[src/rtl/puf_seq_pkg.sv]
package puf_seq_pkg;
  typedef enum logic [1:0] {
    ST_IDLE  = 2'd0,
    ST_RACE  = 2'd1,
    ST_GAP   = 2'd2,
    ST_DRAIN = 2'd3
  } seq_state_t;
endpackage

[src/rtl/puf_seq_ctrl.sv]
module puf_seq_ctrl
  import puf_seq_pkg::*;
#(
  parameter int CHAL_W = 8,
  parameter int WORDS  = 16
) (
  input  logic              clk,
  input  logic              rst,
  input  logic              start,
  input  logic              arb_done,
  input  logic              out_ready,
  output logic [CHAL_W-1:0] chal_next,
  output logic              race_next,
  output logic              capture,
  output logic              word_take,
  output logic              busy,
  output logic              out_valid
);
  localparam int WCNT_W = (WORDS > 1) ? $clog2(WORDS) : 1;
  localparam logic [CHAL_W-1:0] CHAL_LAST = '1;
  localparam logic [WCNT_W-1:0] WCNT_LAST = WCNT_W'(WORDS - 1);

  seq_state_t        st_q, st_n;
  logic [CHAL_W-1:0] chal_q, chal_n;
  logic [WCNT_W-1:0] wcnt_q, wcnt_n;

  always_comb begin
    st_n   = st_q;
    chal_n = chal_q;
    wcnt_n = wcnt_q;
    case (st_q)
      ST_IDLE: if (start) begin
        st_n   = ST_RACE;
        chal_n = '0;
      end
      ST_RACE: if (arb_done) st_n = ST_GAP;
      ST_GAP: begin
        if (chal_q == CHAL_LAST) begin
          st_n   = ST_DRAIN;
          wcnt_n = '0;
        end else begin
          st_n   = ST_RACE;
          chal_n = chal_q + CHAL_W'(1);
        end
      end
      ST_DRAIN: if (out_ready) begin
        wcnt_n = wcnt_q + WCNT_W'(1);
        if (wcnt_q == WCNT_LAST) st_n = ST_IDLE;
      end
      default: st_n = ST_IDLE;
    endcase
  end

  always_ff @(posedge clk) begin
    if (rst) begin
      st_q   <= ST_IDLE;
      chal_q <= '0;
      wcnt_q <= '0;
    end else begin
      st_q   <= st_n;
      chal_q <= chal_n;
      wcnt_q <= wcnt_n;
    end
  end

  assign chal_next = chal_n;
  assign race_next = (st_n == ST_RACE);
  assign capture   = (st_q == ST_RACE) && arb_done;
  assign word_take = (st_q == ST_DRAIN) && out_ready;
  assign busy      = (st_q != ST_IDLE);
  assign out_valid = (st_q == ST_DRAIN);

  AST_CHAL_STEP: assert property (@(posedge clk) disable iff (rst)
    (st_q == ST_RACE && $past(st_q) == ST_GAP) |-> chal_q == CHAL_W'($past(chal_q) + CHAL_W'(1)));
  AST_IDLE_DONE_IGNORED: assert property (@(posedge clk) disable iff (rst)
    (st_q == ST_IDLE && arb_done && !start) |=> st_q == ST_IDLE);
  AST_START_IN_RACE_IGNORED: assert property (@(posedge clk) disable iff (rst)
    (st_q == ST_RACE && start && !arb_done) |=> st_q == ST_RACE && $stable(chal_q));
endmodule

[src/rtl/puf_en_decode.sv]
module puf_en_decode #(
  parameter int SEL_W = 4
) (
  input  logic                      clk,
  input  logic                      rst,
  input  logic                      race_next,
  input  logic [2*SEL_W-1:0]        chal_next,
  output logic [2*(1<<SEL_W)-1:0]   ro_en
);
  localparam int GRP = 1 << SEL_W;
  localparam int NRO = 2 * GRP;

  logic [NRO-1:0] en_d;
  logic [SEL_W-1:0] sel_a, sel_b;

  assign sel_a = chal_next[2*SEL_W-1:SEL_W];
  assign sel_b = chal_next[SEL_W-1:0];

  for (genvar g = 0; g < GRP; g++) begin : g_bank
    assign en_d[g]       = race_next && (sel_a == SEL_W'(g));
    assign en_d[GRP + g] = race_next && (sel_b == SEL_W'(g));
  end

  always_ff @(posedge clk) begin
    if (rst) ro_en <= '0;
    else     ro_en <= en_d;
  end

  AST_TWO_ENABLES: assert property (@(posedge clk) disable iff (rst)
    (ro_en != '0) |-> ($countones(ro_en[GRP-1:0]) == 1 && $countones(ro_en[NRO-1:GRP]) == 1));
  AST_PAIR_HELD: assert property (@(posedge clk) disable iff (rst)
    (ro_en != '0 && $past(ro_en) != '0) |-> ro_en == $past(ro_en));
endmodule

[src/rtl/puf_resp_store.sv]
module puf_resp_store #(
  parameter int PAIRS  = 256,
  parameter int WORD_W = 16
) (
  input  logic              clk,
  input  logic              rst,
  input  logic              capture,
  input  logic              cap_first,
  input  logic              cap_tie,
  input  logic              word_take,
  output logic [WORD_W-1:0] out_data,
  output logic [WORD_W-1:0] out_tie_mask
);
  logic [PAIRS-1:0] resp_q;
  logic [PAIRS-1:0] mask_q;

  always_ff @(posedge clk) begin
    if (rst) begin
      resp_q <= '0;
      mask_q <= '0;
    end else if (capture) begin
      resp_q <= {resp_q[PAIRS-2:0], cap_first & ~cap_tie};
      mask_q <= {mask_q[PAIRS-2:0], cap_tie};
    end else if (word_take) begin
      resp_q <= resp_q << WORD_W;
      mask_q <= mask_q << WORD_W;
    end
  end

  assign out_data     = resp_q[PAIRS-1 -: WORD_W];
  assign out_tie_mask = mask_q[PAIRS-1 -: WORD_W];

  AST_TIE_ZERO_BIT: assert property (@(posedge clk) disable iff (rst)
    (capture && cap_tie) |=> (resp_q[0] == 1'b0 && mask_q[0] == 1'b1));
  AST_NO_MIXED_SHIFT: assert property (@(posedge clk) disable iff (rst)
    !(capture && word_take));
endmodule

[src/rtl/puf_pair_seq.sv]
module puf_pair_seq #(
  parameter int SEL_W  = 4,
  parameter int WORD_W = 16
) (
  input  logic                    clk,
  input  logic                    rst,
  input  logic                    start,
  output logic                    busy,
  output logic [2*(1<<SEL_W)-1:0] ro_en,
  input  logic                    arb_done,
  input  logic                    arb_first,
  input  logic                    arb_tie,
  output logic                    out_valid,
  input  logic                    out_ready,
  output logic [WORD_W-1:0]       out_data,
  output logic [WORD_W-1:0]       out_tie_mask
);
  localparam int CHAL_W = 2 * SEL_W;
  localparam int PAIRS  = 1 << CHAL_W;
  localparam int WORDS  = PAIRS / WORD_W;

  logic [CHAL_W-1:0] chal_next;
  logic              race_next;
  logic              capture;
  logic              word_take;

  puf_seq_ctrl #(.CHAL_W(CHAL_W), .WORDS(WORDS)) i_ctrl (
    .clk       (clk),
    .rst       (rst),
    .start     (start),
    .arb_done  (arb_done),
    .out_ready (out_ready),
    .chal_next (chal_next),
    .race_next (race_next),
    .capture   (capture),
    .word_take (word_take),
    .busy      (busy),
    .out_valid (out_valid)
  );

  puf_en_decode #(.SEL_W(SEL_W)) i_dec (
    .clk       (clk),
    .rst       (rst),
    .race_next (race_next),
    .chal_next (chal_next),
    .ro_en     (ro_en)
  );

  puf_resp_store #(.PAIRS(PAIRS), .WORD_W(WORD_W)) i_store (
    .clk          (clk),
    .rst          (rst),
    .capture      (capture),
    .cap_first    (arb_first),
    .cap_tie      (arb_tie),
    .word_take    (word_take),
    .out_data     (out_data),
    .out_tie_mask (out_tie_mask)
  );

  AST_EN_ONLY_BUSY: assert property (@(posedge clk) disable iff (rst)
    (ro_en != '0) |-> busy);
  AST_WORD_HOLD: assert property (@(posedge clk) disable iff (rst)
    (out_valid && !out_ready) |=> (out_valid && $stable(out_data) && $stable(out_tie_mask)));
  AST_NO_EN_IN_DRAIN: assert property (@(posedge clk) disable iff (rst)
    out_valid |-> ro_en == '0);
endmodule

[config.mk]
export PLATFORM = sky130hd
export DESIGN_NAME = puf_pair_seq
export DESIGN_NICKNAME = d
export VERILOG_FILES = /design/src/rtl/puf_seq_pkg.sv /design/src/rtl/puf_seq_ctrl.sv /design/src/rtl/puf_en_decode.sv /design/src/rtl/puf_resp_store.sv /design/src/rtl/puf_pair_seq.sv
export SDC_FILE = /design/constraint.sdc
export NUM_CORES = 1
export LEC_CHECK = 0
export BUFFER_PORTS_ARGS = -buffer_cell sky130_fd_sc_hd__buf_4
export CAP_MARGIN = 30
export CORE_UTILIZATION = 30
export CTS_BUF_LIST = sky130_fd_sc_hd__clkbuf_8
export DETAILED_ROUTE_END_ITERATION = 8
export PLACE_DENSITY = 0.45
export REMOVE_ABC_BUFFERS = 1
export SYNTH_ARGS = -nofsm -noshare
export SYNTH_HDL_FRONTEND = slang
export SYNTH_SLANG_ARGS = --single-unit
[constraint.sdc]
create_clock -name clk -period 5.6 [get_ports clk]
set_input_delay 1.12 -clock clk [delete_from_list [all_inputs] [get_ports clk]]
set_output_delay 1.12 -clock clk [all_outputs]
set_load 0.02 [all_outputs]
Yosys cells after proc, flatten, opt, wreduce, memory -nomap -nowiden. Index checks and enable logic that the tools add are counted. W data, S select, Z words.

Output and inout bits: 66. Register bits after elaboration: 558.

Multiplexer cells: 16. Eq/ne operators: 38. Reduce and logical (&&, ||, !) cells: 41. Bitwise logic cells: 2. $add $sub $neg: 2.

Operators by type and width (number): $mux W256 (4); $eq A4 B4 Y1 const B (17); $logic_and A1 B1 Y1 (34); $eq A4 B3 Y1 const B (8); $eq A4 B2 Y1 const B (4); $mux W8 (2); $pmux W8 S2 (1); $mux W2 (5); $add A8 B1 Y8 const B (1); $eq A4 B1 Y1 const B (2); $eq A8 B8 Y1 const B (1); $logic_not A4 Y1 (2); $mux W4 (2); $pmux W2 S4 (1); $pmux W4 S2 (1); $reduce_bool A2 Y1 (3); $add A4 B1 Y4 const B (1); $eq A2 B1 Y1 const B (2); $eq A2 B2 Y1 const B (2); $ne A2 B1 Y1 const B (2); $reduce_and A3 Y1 (1); $logic_not A2 Y1 (1); $and A1 B1 Y1 (1); $not A1 Y1 (1).

Longest topological paths before layout. Gate-level depths: netlist of the first run.

Depth after elaboration: 6. Gate-level depth with buffers: 8.

Hierarchy. A second synthesis of the first run with hierarchy kept.

Cell total of the unflattened synthesis: 2494. Area, all modules: 28050.7 sq um.

Modules (own cells, without submodules): puf_resp_store (instances 1, area an instance 26265.2 sq um, cells an instance 2308); puf_en_decode (instances 1, area an instance 895.9 sq um, cells an instance 78); puf_seq_ctrl (instances 1, area an instance 889.6 sq um, cells an instance 108).

Worst setup path before layout of the first run. Ideal clock, no wire load.

Path kind: in2reg. Start: input rst. End: register i_store.mask_q[100]. Setup slack: 3270 ps. Arrival: 2188 ps. Cell stages on the path: 5. Buffers on the path: 4. Cells stage by stage: clkbuf_1 -> clkbuf_1 -> clkbuf_1 -> clkbuf_1 -> a311oi_1.

RTL lines: from (decl) (line puf_pair_seq.sv:6) `input logic rst,`; to (signal assigned) (line puf_resp_store.sv:23) `mask_q <= {mask_q[PAIRS-2:0], cap_tie};`; to (signal assigned) (line puf_resp_store.sv:26) `mask_q <= mask_q << WORD_W;`; to (decl) (line puf_resp_store.sv:15) `logic [PAIRS-1:0] mask_q;`.

No word-level cell between the ends.

Worst setup path after layout of the first run.
Start: register i_ctrl.st_q[0]. End: register i_store.mask_q[100].

Cells in the longest elaborated chain, start to end: 3. Elaborated cells between the ends (all ways): 6. Classes of those cells: eq/ne (2); mux (1); reduce/logical (3).

RTL lines: from (decl) (line puf_seq_ctrl.sv:23) `seq_state_t st_q, st_n;`; from (signal assigned) (line puf_seq_ctrl.sv:60) `st_q <= st_n;`; $eq A2 B1 Y1 or $eq A2 B2 Y1 (tied branches) (line puf_seq_ctrl.sv:68, puf_seq_ctrl.sv:69); $logic_and A1 B1 Y1 (on tied branches) (line puf_seq_ctrl.sv:68, puf_seq_ctrl.sv:69); $mux W256 or $reduce_bool A2 Y1 (tied branches).

Several ways; a longest one is shown, not always the timed one. A chain may end at the register's enable or synchronous reset.

==> impl_metrics.yaml, run 1 <==
outcome:
  status: "complete, no violations"
sta:
  slew_violations: 0
  setup_slack_ns: 2.552
  skew_ns: 0.02914
  finalSetupTns_ns: 0
  setup_viol: 0
  fmax_mhz: 328.1
  post-route-period-util_pct: 54.43
  min_period_ns: 3.048
  slew_headroom_pct: 25.07
  worst_pin_slew_ns: 1.124
  hold_violations: 0
  rsz0062_at_grt: "false"
drt:
  drt_iter0_markers: 1228
  drc_errors: 0
  wl_um: 54210
  avgViaCountPerCell: 4.940
  vias: 19850
  antenna_left: 0
  wl_per_cell_um: 13.50
  dr.pass1.iters: 4
critical_path:
  path_buf_inv: 1
  endpoint_kind: "flip-flop"
  critical_path.max_stage_delay_ns: 0.69
  crit_chain: "nand3_4, nand2_8, buf_4, nor2_1, a311oi_1"
  path_class: "reg -> reg"
  cp.arrival_ns: 3.61
  critPathSlowestCell: "nand2_8"
  critPathTopFamily: "simple AND/OR/NAND/NOR gates"
  critPathLaunchType: "flip-flop"
  crit_fanout: 92
  rrSetupSlack_ns: 2.55
  crit_required_ns: 6.16
floorplanning:
  dieWidth_um: 281.6
  core_um2: 77340
  die_y_um: 281.6
  die-area_um2: 79280
  pin_count: 73
  placementRows: 102
  initial_core_util_pct: 30.32
clocking:
  root_buffer: "clkbuf_8"
  clkSinkCount: 558
  clockBufferDepth: 3
  worst_skew_pair.late_latency_ns: 0.68
  postCtsSetupBuffers: 0
  cts_hold_buf: 0
  htree_levels: 3
  cts.clk_slew.worst_paths_ns: 0.06
  ctsResizeCount: 0
  cts_tree: "yes"
  numCtsBuffers: 100
cells_and_area:
  final_area_um2: 26190
  syn_to_final_growth_pct: 11.68
  instances_no_fill: 4017
  nets: 2912
  drive_gt1_share_pct: 8.336
placement:
  placed_cells: 3841
  hpwl_um: 29020
  dp_slack_ns: 1.984
  place.gp.congestion: 0.7096
  postPlaceCellArea_um2: 24250
  io_buffers: 72
min_path:
  hold_path_class: "reg -> reg"
logic_synthesis:
  synthTopCellsByArea: "dfxtp_1 48%, a311oi_1 18%, nand2_1 16%"
  synthCells: 3020
  postSynth.asyncResetShare_pct: 0
  yosysMostFrequentCell: "nand2_1"
  synth-edff-count: 0
  yosys.area.top_type: "dfxtp_1"
  synth_common_cells: "999 x nand2_1, 558 x dfxtp_1, 514 x nor2_1"
  synth_seq_cells: 558
  synth_cell_types: 50
  synth_top_area_share_pct: 47.64
  netlist_area_um2: 23450
  yosysSeqAreaShare_pct: 47.64
  synth-main-ff-cell: "dfxtp_1"
  yosysWarnings: 0
  avgSynthCellArea_um2: 7.764
grt:
  grt_pass1_vias: 19800
  grt_max_degree: 222
  grt_usage_pct: 13.42
  gr-total-overflow: 0
  grt_pass1_wl_um: 92490
  antenna_found_initial: 1
pwr:
  leakagePower_nw: 8.009
  power.density_nw_per_um2: 341.4
  irDropWorstVdd_uv: 155.1
job:
  cap_viol_max_count: 0
placed cells by master, fill, tap and decap left out, types with 2 or more instances in the layout:
cell	count
a21oi_1	34
ha_1	2
or3b_4	2
nor3_1	11
nand2_1	999
inv_1	42
nand4_1	2
mux2_4	3
clkinvlp_4	3
diode_2	2
a311oi_1	480
a211oi_1	2
buf_4	83
dfxtp_1	558
xor2_1	2
clkinv_2	6
nor2b_1	2
a21o_1	2
buf_12	13
clkbuf_8	123
and3_1	2
nand3b_1	5
nand3_1	40
nor4_1	8
nor2_1	514
o21ai_0	3
and2_1	4
path summary, 6_finish.rpt:
check	cells after the start	from	end
max	5	i_ctrl.st_q[0]	i_store.mask_q[100]
min reg2reg	2	i_store.mask_q[7]	i_store.mask_q[8]
max reg2reg	5	i_ctrl.st_q[0]	i_store.mask_q[100]
min	2	i_store.mask_q[7]	i_store.mask_q[8]
logic make-up after synthesis:
logic type	count (synthesis)	synth area share [%]
DFF	558	47.64
adders and majority gates	2	0.1067
muxes	4	0.2508
AOI/OAI and AO/OA	531	19.24
buffers and inverters	320	6.120
xor gates and xnor gates	3	0.1121
and+or+nand+nor	1602	26.54
layer usage:
layer  up-vias  GRT usage [%]  routed length, um
met5         -              0                  0
met4         0          3.902               1080
met3        94          2.809               1799
met2       224          22.44              24770
met1      9255          17.32              26570
li1      10270              -                  -
per-stage QoR:
| step | util (%) | total power [mW] | hold slack, ns |
|---|---|---|---|
| CTS | 33.85 | 9.119 | 0.4490 |
| finish | 33.86 | 8.941 | 0.4569 |
| global placement | 31.35 | 5.362 | 0.4624 |
| global route | 33.86 | 9.448 | 0.4604 |
| detailed placement | 31.35 | 5.381 | 0.4659 |
| floorplan | - | 5.266 | 0.4432 |
layout make-up:
cell class / count / area (um2)
Clock inverter: 51 / 240.2
Timing Repair Buffer: 97 / 898.4
Multi-Input combinational cell: 2142 / 10860
Clock buffer: 123 / 1693
Fill cell: 8346 / 51150
Sequential cell: 558 / 11170
Inverter: 4 / 15.01
Tap cell: 1040 / 1301
Antenna cell: 2 / 5.005
worst reg2reg max path, cell delays in order, from the launching register on:
cell	delay, ns
dfxtp_1	0.61
nand3_4	0.57
nand2_8	0.71
buf_4	0.67
nor2_1	0.09
a311oi_1	0.28
where the power goes:
part	switching (mW)	internal [mW]
Combinational	0.556	0.299
Sequential	0.195	4.23
Clock	1.69	1.97
Total	2.44	6.50
state kept, by name (all words and copies together) (netlist names):
signal / count
i_dec.ro_en: 32
i_store.mask_q: 256
i_ctrl.wcnt_q: 4
i_store.resp_q: 256
i_ctrl.st_q: 2
i_ctrl.chal_q: 8
Power figures use the tool's default switching activity.
==> inputs of run 2 (changes only) <==
Settings changed: PLACE_DENSITY 0.45 to 0.47.
Clock period 5.6 ns to 2.5 ns, I/O delays scaled along.
==> run 2 against run 1 <==
Total power increased by 130%. Final cell count rose by 0.70%. Via count barely moved. Largest power group unchanged. Routed wire length rose by 0.34%. Register-to-register slack worse by 2.2 ns. Critical path type is now reg -> out.
==> impl_metrics.yaml, run 2 (same netlist as run 1, synthesis figures left out) <==
grt:
  grt_max_degree: 141
  gr-total-overflow: 0
  grt_pass1_wl_um: 92580
  grt_usage_pct: 13.49
  grt_pass1_vias: 19400
  antenna_found_initial: 1
cells_and_area:
  fillers: 8353
  syn_to_final_growth_pct: 13.79
  top_regs: "i_store.mask_q (256), i_store.resp_q (256), i_dec.ro_en (32)"
  nets: 2943
  register_area_um2: 11170
  final_common_cell: "nand2_1"
  multi_input_comb_area_um2: 10860
  drive_gt1_share_pct: 9.321
  final_area_um2: 26680
  final_cell_mix: "999 x nand2_1, 558 x dfxtp_1, 514 x nor2_1, 480 x a311oi_1, 122 x clkbuf_8"
sta:
  slew_violations: 0
  hold_violations: 0
  min_period_ns: 2.194
  skew_ns: 0.03759
  fmax_mhz: 455.8
  post-route-period-util_pct: 87.76
  rsz0062_at_grt: "false"
  slew_headroom_pct: 45.33
  worst_pin_slew_ns: 0.8200
  setup_viol: 0
  finalSetupTns_ns: 0
clocking:
  postCtsSetupBuffers: 0
  cts_hold_buf: 0
  cts_tree: "yes"
  numCtsBuffers: 99
  htree_levels: 3
  cts.clk_slew.worst_paths_ns: 0.05
  clockBufferDepth: 3
  clkSinkCount: 558
  root_buffer: "clkbuf_8"
  worst_skew_pair.late_latency_ns: 0.69
  ctsResizeCount: 0
floorplanning:
  placementRows: 102
  die_y_um: 281.6
  initial_core_util_pct: 30.32
  pin_count: 73
  die-area_um2: 79280
  core_um2: 77340
  dieWidth_um: 281.6
placement:
  postPlaceCellArea_um2: 24720
  hpwl_um: 31740
  place.gp.congestion: 0.7358
  io_buffers: 72
drt:
  wl_um: 54400
  drt_iter0_markers: 1102
  avgViaCountPerCell: 4.906
  drc_errors: 0
  vias: 19840
  wl_per_cell_um: 13.45
  antenna_left: 0
  dr.pass1.iters: 5
outcome:
  status: "complete, no violations"
critical_path:
  crit_required_ns: 2.00
  critPathLaunchType: "flip-flop"
  endpoint_kind: "output port"
  cp.arrival_ns: 1.69
  path_class: "reg -> out"
  crit_fanout: 14
pwr:
  irDropWorstVdd_uv: 353.8
  power.density_nw_per_um2: 760.7
  leakagePower_nw: 8.255
min_path:
  hold_path_class: "in -> reg"
job:
  cap_viol_max_count: 0
-- run 2: changes by cell type in the layout (fill, tap and decap cells not counted), moves of 2 or more --
cell        before  now
inv_6            1    3
buf_4           83   97
buf_12          13   31
clkinvlp_4       3    0
inv_8            0    2
bufinv_16        0    2
inv_1           42   39
-- run 2: worst paths after layout --
kind | from | endpoint | slack (ns) | cells after the start
setup reg to reg | i_ctrl.st_q[1] | i_dec.ro_en[14] | 0.40 | 4
setup / recovery | i_ctrl.st_q[0] | out_valid | 0.31 | 2
hold / removal | arb_tie | i_store.mask_q[0] | 0.11 | 3
hold reg to reg | i_store.resp_q[84] | i_store.resp_q[100] | 0.46 | 2
-- run 2: cell type report --
cell class | count | share of cell area [%]
Antenna cell | 1 | 0.009379
Clock buffer | 122 | 6.293
Clock inverter | 49 | 1.069
Inverter | 4 | 0.05627
Multi-Input combinational cell | 2142 | 40.72
Sequential cell | 558 | 41.87
Tap cell | 1040 | 4.877
Timing Repair Buffer | 129 | 5.111
-- run 2: through the flow --
step / util (%) / total power, mW / std cells / hold WS [ns] / setup WS, ns
2_1_floorplan: - / 11.80 / 2704 / 0.4432 / -18.06
3_3_place_gp: 31.96 / 12.11 / 3873 / 0.4619 / 0.4409
3_5_place_dp: 31.96 / 12.16 / 3873 / 0.4651 / 0.3735
4_1_cts: 34.50 / 20.70 / 4044 / 0.04966 / 0.2460
5_1_grt: 34.50 / 21.42 / 4045 / 0.09233 / 0.1736
6_report: 34.50 / 20.30 / 4045 / 0.1088 / 0.3059
-- run 2: per-layer routing --
metal | part of all wire, % | up-vias | GRT usage (%)
li1 | - | 10340 | -
met1 | 49 | 9192 | 17.82
met2 | 45 | 221 | 21.97
met3 | 3.3 | 90 | 2.652
met4 | 2.2 | 0 | 4.362
met5 | 0 | - | 0
-- run 2: critical path, cell delays in order, from the launching register on --
cell and delay (ns):
dfxtp_1 0.60, and2_1 0.25, buf_4 0.17
-- run 2: power by group --
group / switching [mW] / internal, mW
registers: 0.438 / 9.47
clock network: 3.78 / 4.59
logic: 1.27 / 0.750
total: 5.48 / 14.8
==> inputs of run 3 (changes only) <==
Settings changed: CORE_MARGIN from default to 2.
==> run 3 against run 2 <==
Core utilization increased by 0.18 points. Non-clock buffer count increased by 5. First-iteration DRC count increased by 9.9%. Clock skew decreased by 0.0027 ns. Count of clock-buffer cells in the layout decreased by 1. Combinational power about the same. Via count increased by 0.38%. Die area increased by 1.4%. Total power increased by 3.0%. Worst hold slack got worse by 0.019 ns. Sequential share of layout area decreased by 0.29 points. Global-route usage decreased by 0.25 points. Critical endpoint is now busy. Largest cell class unchanged. Largest power group unchanged.
==> impl_metrics.yaml, run 3 (same netlist as run 1, synthesis figures left out) <==
clocking:
  worst_skew_pair.late_latency_ns: 0.69
  root_buffer: "clkbuf_8"
  postCtsSetupBuffers: 0
  ctsResizeCount: 0
  cts_tree: "yes"
  cts.clk_slew.worst_paths_ns: 0.06
  clkSinkCount: 558
  htree_levels: 3
  numCtsBuffers: 101
  clockBufferDepth: 3
  cts_hold_buf: 0
sta:
  slew_violations: 0
  min_period_ns: 2.138
  fmax_mhz: 467.8
  hold_slack_ns: 0.08991
  hold_violations: 0
  skew_ns: 0.03491
  post-route-period-util_pct: 85.51
  slew_headroom_pct: 45.19
  setup_slack_ns: 0.3623
  setup_viol: 0
  worst_pin_slew_ns: 0.8222
  rsz0062_at_grt: "false"
cells_and_area:
  nets: 2950
  fillers: 8238
  final_cell_mix: "999 x nand2_1, 558 x dfxtp_1, 514 x nor2_1, 480 x a311oi_1, 121 x clkbuf_8"
  syn_to_final_growth_pct: 14.58
  final_area_um2: 26870
  top_regs: "i_store.mask_q (256), i_store.resp_q (256), i_dec.ro_en (32)"
  drive_gt1_share_pct: 9.666
  final_common_cell: "nand2_1"
  utilization_pct: 34.68
placement:
  io_buffers: 72
  dp_slack_ns: 0.3810
  hpwl_um: 31890
  place.gp.congestion: 0.7255
  postPlaceCellArea_um2: 24730
critical_path:
  critPathSlowestCell: "dfxtp_1"
  critPathLaunchType: "flip-flop"
  cp.arrival_ns: 1.64
  crit_fanout: 11
  rrSetupSlack_ns: 0.40
  critPathTopFamily: "flip-flops"
  path_buf_inv: 1
  critical_path.max_stage_delay_ns: 0.43
  r2r-end: "i_store.resp_q[186]"
  endpoint_kind: "output port"
  path_class: "reg -> out"
  crit_required_ns: 2.00
  r2r_cells: 6
  r2r_start: "i_ctrl.st_q[0]"
  crit_chain: "or2_2, buf_4"
grt:
  grt_pass1_vias: 19670
  grt_pass1_wl_um: 93630
  gr-total-overflow: 0
  antenna_found_initial: 1
  grt_usage_pct: 13.24
  grt_max_degree: 173
pwr:
  irDropWorstVdd_uv: 311.5
  leakagePower_nw: 8.366
  finalPower_mw: 20.91
  power.density_nw_per_um2: 778.1
floorplanning:
  initial_core_util_pct: 30.27
  die_y_um: 283.6
  placementRows: 102
  pin_count: 73
  die-area_um2: 80410
  core_um2: 77470
  dieWidth_um: 283.6
drt:
  antenna_left: 0
  avgViaCountPerCell: 4.903
  wl_per_cell_um: 13.48
  wl_um: 54790
  drt_iter0_markers: 1211
  drc_errors: 0
  dr.pass1.iters: 5
  vias: 19920
min_path:
  min_to: "i_store.mask_q[0]"
  holdCritStartpoint: "arb_tie"
  whs_path_depth: 3
  hold_path_class: "in -> reg"
job:
  cap_viol_max_count: 0
outcome:
  status: "complete, no violations"
-- run 3: cell count changes in the layout (fill, tap and decap cells not counted), moves of 2 or more --
cell,previous run,this run
clkinvlp_4,0,2
inv_1,39,44
buf_4,97,104
bufinv_16,2,7
inv_6,3,0
buf_12,31,29
clkinv_2,5,8
-- run 3: worst max path at each step --
stage / from / endpoint / slack (ns) / depth (start not counted)
final: i_ctrl.st_q[1] / busy / 0.36 / 2
after detailed placement: i_ctrl.st_q[0] / i_store.resp_q[186] / 0.38 / 6
after global routing: i_ctrl.st_q[0] / i_dec.ro_en[10] / 0.14 / 5
after floorplan: i_ctrl.st_q[1] / i_store.mask_q[100] / -18.06 / 4
after global placement: arb_done / i_dec.ro_en[10] / 0.42 / 6
after CTS: i_ctrl.st_q[1] / busy / 0.28 / 2
-- run 3: cell type report --
class                   count  area (um2)  share of cell area (%)
flip-flops and latches    558       11170                   41.58
multi-input cells        2142       10860                   40.44
clock buffers             121        1665                   6.198
repair buffers            134        1376                   5.123
well taps                1040        1301                   4.843
clock inverters            62       469.2                   1.746
inverters                   4       15.01                 0.05588
diodes                      2       5.005                 0.01863
-- run 3: routing by layer --
| layer | share of wire, % | vias to the layer above | track usage (%) |
|---|---|---|---|
| li1 | - | 10350 | - |
| met1 | 49 | 9253 | 17.00 |
| met2 | 46 | 209 | 22.24 |
| met3 | 3.4 | 104 | 2.669 |
| met4 | 2.3 | 0 | 4.233 |
| met5 | 0 | - | 0 |
-- run 3: worst min-delay path: stages --
cell and delay (ns):
buf_4 0.09, a22oi_1 0.07, nor2_1 0.08
-- run 3: where the power goes --
group          total (mW)  leakage (nW)  switching, mW  internal [mW]
sequential           9.90          4.56          0.435           9.47
combinational        2.02          2.56           1.27          0.749
clock                8.98          1.24           3.87           5.11
total                20.9          8.37           5.58           15.3
-- run 3: per-stage QoR --
stage | setup TNS [ns] | cells
6_report | 0 | 4063
5_1_grt | 0 | 4063
4_1_cts | 0 | 4061
3_5_place_dp | 0 | 3878
3_3_place_gp | 0 | 3878
2_1_floorplan | -8713.91 | 2704
